<file path="src/rtl/presc_pkg.sv">
package presc_pkg;
  localparam int SHIFT_BITS = 3;
  typedef logic [SHIFT_BITS-1:0] shift_t;
  // Last state of every pass; also the reset state, one edge before q rises.
  localparam shift_t SHIFT_LAST = shift_t'(3'b100);
endpackage

</file>
<file path="src/rtl/presc_shift_ctr.sv">
module presc_shift_ctr
  import presc_pkg::*;
(
  input  logic   clk,
  input  logic   rst,
  input  logic   skip,   // leave out the all-zero state on the next wrap
  output shift_t state
);
  logic   fb;
  logic   stray;
  shift_t nxt;

  // 010 is never reached in the main cycle; steer it straight to the last state.
  assign stray = ~state[2] & state[1] & ~state[0];
  assign fb    = (~state[2] | (skip & ~state[1])) & ~stray;
  assign nxt   = {state[1], state[0], fb};

  always_ff @(posedge clk) begin
    if (rst) state <= SHIFT_LAST;
    else     state <= nxt;
  end
endmodule

</file>
<file path="src/rtl/presc_toggle.sv">
module presc_toggle (
  input  logic clk,
  input  logic rst,
  input  logic flip,
  output logic q,
  output logic q_n
);
  // Two separate flops so each rail is driven by its own register.
  always_ff @(posedge clk) begin
    if (rst) begin
      q   <= 1'b0;
      q_n <= 1'b1;
    end else if (flip) begin
      q   <= ~q;
      q_n <= ~q_n;
    end
  end
endmodule

</file>
<file path="src/rtl/presc_dual_modulus.sv">
module presc_dual_modulus
  import presc_pkg::*;
#(
  parameter bit TOGGLE_STAGE = 1'b1
) (
  input  logic clk,
  input  logic rst,
  input  logic mode_a,
  input  logic mode_b,
  output logic q,
  output logic q_n
);
  logic   want_long;
  logic   skip;
  shift_t state;

  assign want_long = ~(mode_a | mode_b);

  presc_shift_ctr u_ctr (
    .clk   (clk),
    .rst   (rst),
    .skip  (skip),
    .state (state)
  );

  generate
    if (TOGGLE_STAGE) begin : g_toggle
      logic at_last;
      assign at_last = (state == SHIFT_LAST);
      // While high, the next pass is the low half: always short.
      // While low, the next pass is the high half: length taken from the pins now.
      assign skip = q | ~want_long;
      presc_toggle u_tog (
        .clk  (clk),
        .rst  (rst),
        .flip (at_last),
        .q    (q),
        .q_n  (q_n)
      );
    end else begin : g_direct
      logic [1:0] unused_low_bits;
      assign unused_low_bits = state[1:0];
      assign skip = ~want_long;
      assign q    = ~state[2];
      assign q_n  = state[2];
    end
  endgenerate
endmodule

</file>
<file path="config.mk">
export PLATFORM = sky130hd
export DESIGN_NAME = presc_dual_modulus
export DESIGN_NICKNAME = d
export VERILOG_FILES = /design/src/rtl/presc_pkg.sv /design/src/rtl/presc_shift_ctr.sv /design/src/rtl/presc_toggle.sv /design/src/rtl/presc_dual_modulus.sv
export SDC_FILE = /design/constraint.sdc
export NUM_CORES = 1
export LEC_CHECK = 0
export BUFFER_PORTS_ARGS = -buffer_cell sky130_fd_sc_hd__buf_2
export CORE_AREA = 2 2 39 41
export DETAILED_ROUTE_END_ITERATION = 6
export DIE_AREA = 0 0 41 43
export PLACE_DENSITY_LB_ADDON = 0.2
export SYNTH_ARGS = -nofsm -noshare
export SYNTH_HDL_FRONTEND = slang
export SYNTH_HIERARCHICAL = 1
export SYNTH_SLANG_ARGS = --single-unit
</file>
<file path="constraint.sdc">
create_clock -name clk -period 1.4 [get_ports clk]
set_clock_uncertainty 0.2 [all_clocks]
set_input_delay 0.28 -clock clk [delete_from_list [all_inputs] [get_ports clk]]
set_output_delay 0.28 -clock clk [all_outputs]
set_load 0.005 [all_outputs]
</file>
After elaboration in Yosys (flattened, before gate mapping):

Index checks and enable logic that the tools add are counted.

* bits in registers: 5
* input bits: 4
* output and inout bits: 2
* logic and storage cells: 17

* eq/ne operators: 1
* bitwise gates (word level): 13

Operators with widths (count)
* $not 1->1: 6
* $and 1x1->1: 4
* $eq 3x3->1 const B: 1
* $or 1x1->1: 3

Depth between registers and ports, before layout:

* depth in word-level cells: 5
* mapped depth: 3
* gate-level depth less buffers: 3

Hierarchy:

The synthesis kept the hierarchy.

Modules (own cells, without submodules)
* presc_shift_ctr: times used 1, cells each 8, area an instance 98.8 um^2, sequential area each 60.1 um^2
* presc_toggle: times used 1, cells each 6, area an instance 67.6 um^2, sequential area each 40.0 um^2
* presc_dual_modulus: times used 1, cells each 2, area an instance 13.8 um^2, sequential area each 0.0 um^2

Worst setup path after synthesis:

No wires, ideal clock.

* path type: reg2reg
* start point: register u_ctr.state[2]
* end point: register g_toggle.u_tog.q_n
* library setup time: 0.117 ns
* data arrival time: 0.854 ns
* required time: 1.083 ns
* setup slack: 0.229 ns
* stages on the path, launching flop included: 4
* path buffers: 0
* clock period less this slack: 1.171 ns
* cells stage by stage: dfxtp_1 -> nor3b_1 -> xnor2_1 -> nand2b_1

* longest elaborated chain between the ends: 1

RTL lines
* start: declaration: line presc_shift_ctr.sv:7 `output shift_t state`
* start signal: assignment: line presc_shift_ctr.sv:20 `else state <= nxt;`
* $eq 3x3->1: line presc_dual_modulus.sv:29 `assign at_last = (state == SHIFT_LAST);`
* net g_toggle.at_last: line presc_dual_modulus.sv:28 `logic at_last;`
* end signal: assignment: line presc_toggle.sv:15 `q_n <= ~q_n;`
* end: declaration: line presc_toggle.sv:6 `output logic q_n`

The timed path passes the listed nets, and every way through them passes these cells.
A chain may end at the register's enable or synchronous reset.

Final worst setup path:

Ends and elaborated chain as after synthesis.

==> flow_metrics.py <==
metrics = {
    "route": {
        "viasPerCell": 3.29,
        "wl_per_cell_um": 7.93,
        "dr.pass1.iters": 2,
        "vias": 138,
        "drt-total-wl_um": 333,
        "route.detailed.drc": 0,
        "drtIter0Drc": 3,
        "antenna_left": 0,
    },
    "power_and_ir_drop": {
        "power.leakage_uw": 0.000108,
        "pwr-share-comb_pct": 15.0,
        "p_per_area_nw_per_um2": 1540,
        "p_seq_share_pct": 43.2,
        "peakVddDrop_mv": 0.566,
        "switching_share_pct": 23.6,
        "power_switching_uw": 94.3,
        "p_clk_share_pct": 41.8,
        "intPower_uw": 305,
    },
    "die": {
        "rows": 14,
        "start_util_pct": 13.0,
        "dieArea_um2": 1760,
        "core_um2": 1380,
        "fp.dieW_um": 41,
        "fp.dieH_um": 43,
        "io_pins": 6,
    },
    "critical_path": {
        "cp_cell_sequence": "nor3b_1, buf_4, xnor2_1, nand2b_1",
        "rrSetupSlack_ps": 200,
        "r2r_start": "u_ctr/state[2]",
        "cp_max_fo": 3,
        "crit_arrival_ps": 1140,
        "required_ps": 1330,
        "crit_type": "reg -> reg",
        "crit_slowest_cell": "dfxtp_1",
        "endpoint_kind": "flip-flop",
        "r2r-end": "g_toggle.u_tog/q_n",
        "endpoint": "g_toggle.u_tog/q_n",
        "reg2reg_depth": 4,
        "crit_start": "u_ctr/state[2]",
        "start_kind": "flip-flop",
        "critPathMaxStageDelay_ps": 360,
    },
    "synthesis": {
        "synth-seq-cells": 5,
        "yosys.area.top_type": "dfxtp_1",
        "yosysSeqAreaShare_pct": 55.6,
        "synth_cell_types": 10,
        "synth_area_um2": 180,
        "yosys_warnings": 6,
        "synth_top_cell_area_share_pct": 55.6,
        "synth.avg_cell_area_um2": 11.3,
        "netlist_instances": 16,
        "syn_nets": 20,
        "synth_area_leaders": "dfxtp_1 56%, xnor2_1 9.7%, o32ai_2 9.0%",
    },
    "clocking": {
        "cts_max_level": 1,
        "cts_resized": 0,
        "clkSinkCount": 5,
        "cts_buffer_depth": 2,
        "cts.clk_slew.worst_paths_ps": 40,
        "postCtsHoldBufs": 0,
        "cts_tree": "done",
        "cts_root_buffer": "clkbuf_4",
        "cts_setup_buffers": 0,
        "cts_buffers": 3,
        "clk_latency_ps": 240,
    },
    "status": {
        "outcome": "complete, no violations",
    },
    "cells_and_area": {
        "num_antenna_cells": 0,
        "syn2layout_area_growth_pct": 43.7,
        "fin_area_um2": 259,
        "drive_gt1_share_pct": 42.3,
        "final_nets": 31,
        "n_fill_cell": 153,
        "final_cell_mix": "5 x dfxtp_1, 5 x buf_2, 3 x clkbuf_4",
    },
    "global_route": {
        "first_global_vias": 122,
        "grt_util_all_layers_pct": 5.32,
        "gr-total-overflow": 0,
        "grt_max_degree": 6,
        "antenna_found_initial": 0,
        "grt_pass1_wl_um": 524,
    },
    "sta": {
        "rsz0062_at_grt": "false",
        "timing.hold.ws_ps": 55.5,
        "tightest_slew_ps": 189,
        "max_freq_ghz": 0.830,
        "slew_violations": 0,
        "finalWorstSetupSlack_ps": 196,
        "hold_viol": 0,
        "setup_violations": 0,
        "relSlewSlack_pct": 87.4,
        "final.setup.tns_ps": 0,
        "finalCritPeriodShare_pct": 86.0,
        "finalCriticalPeriod_ps": 1200,
    },
    "flow_run": {
        "cap_viol_max_count": 0,
    },
    "placed_design": {
        "gp_congestion": 0.598,
        "pre_cts_slack_ps": 88.8,
        "dpl-instance-area_um2": 233,
        "io_buffers": 5,
    },
    "worst_hold_path": {
        "hp-start": "rst",
        "hold_path_class": "in -> reg",
    },
}
cells in the mapped netlist (all sizes together):
master and instances:
o32ai 1, xnor2 2, or2 1, inv 1, or3 1, nor2 2, nand2b 1, nor2b 1
nor3b 1, dfxtp 5
sequential cells by signal, indices dropped and copies added, names as in the netlist:
name and cells:
u_ctr/state 3, g_toggle.u_tog/q_n 1, g_toggle.u_tog/q 1
through the flow:
step | total power [uW] | util, % | instances
after global routing | 430 | 18.7 | 42
final | 400 | 18.7 | 42
after detailed placement | 235 | 16.8 | 38
after CTS | 412 | 18.7 | 42
after floorplan | 210 | - | 16
after global placement | 236 | 16.8 | 38
area by class of cell:
cell class                      count  area (um2)  area share (%)
Tap cell                           16        20.0            7.73
Inverter                            1        3.75            1.45
Clock buffer                        4        26.3            10.1
Multi-Input combinational cell     10        76.3            29.5
Timing Repair Buffer                6        32.5            12.6
Sequential cell                     5         100            38.6
kinds of logic (layout without fill, tap and decap cells):
family | after synthesis | after routing | synth area share, %
AOI/OAI and AO/OA | 1 | 1 | 9.03
and+or+nand+nor | 7 | 7 | 23.6
DFF | 5 | 5 | 55.6
buffers and inverters | 1 | 11 | 2.08
xor gates and xnor gates | 2 | 2 | 9.72
per-layer routing:
layer | share of wire, % | up-vias | global-route usage [%]
li1 | - | 71 | -
met1 | 47 | 58 | 6.43
met2 | 39 | 9 | 4.69
met3 | 13 | 0 | 7.85
met4 | 0 | 0 | 2.00
met5 | 0 | - | 0
worst min-delay path by stage:
stage / end / slack [ps] / cells past startpoint
2_1_floorplan: u_ctr/state[1] / 150 / 1
3_3_place_gp: u_ctr/state[2] / 260 / 1
3_5_place_dp: u_ctr/state[2] / 270 / 1
4_1_cts: u_ctr/state[1] / 50 / 2
5_1_grt: u_ctr/state[1] / 70 / 2
6_report: u_ctr/state[1] / 60 / 2
power groups by stage:
stage	combinational [uW]	sequential [uW]	clock, uW
global route	67.1	175	188
finish	59.9	173	167
floorplan	35.1	175	0
global placement	60.2	175	0
CTS	61.0	173	178
detailed placement	60.1	175	0
worst max-delay path: cells and delay by family, from the launching register on:
family | cells | cell delay, ps
buffers and inverters | 1 | 150
DFF | 1 | 360
xor gates and xnor gates | 1 | 110
and+or+nand+nor | 2 | 270
(Power assumes the default switching activity.)
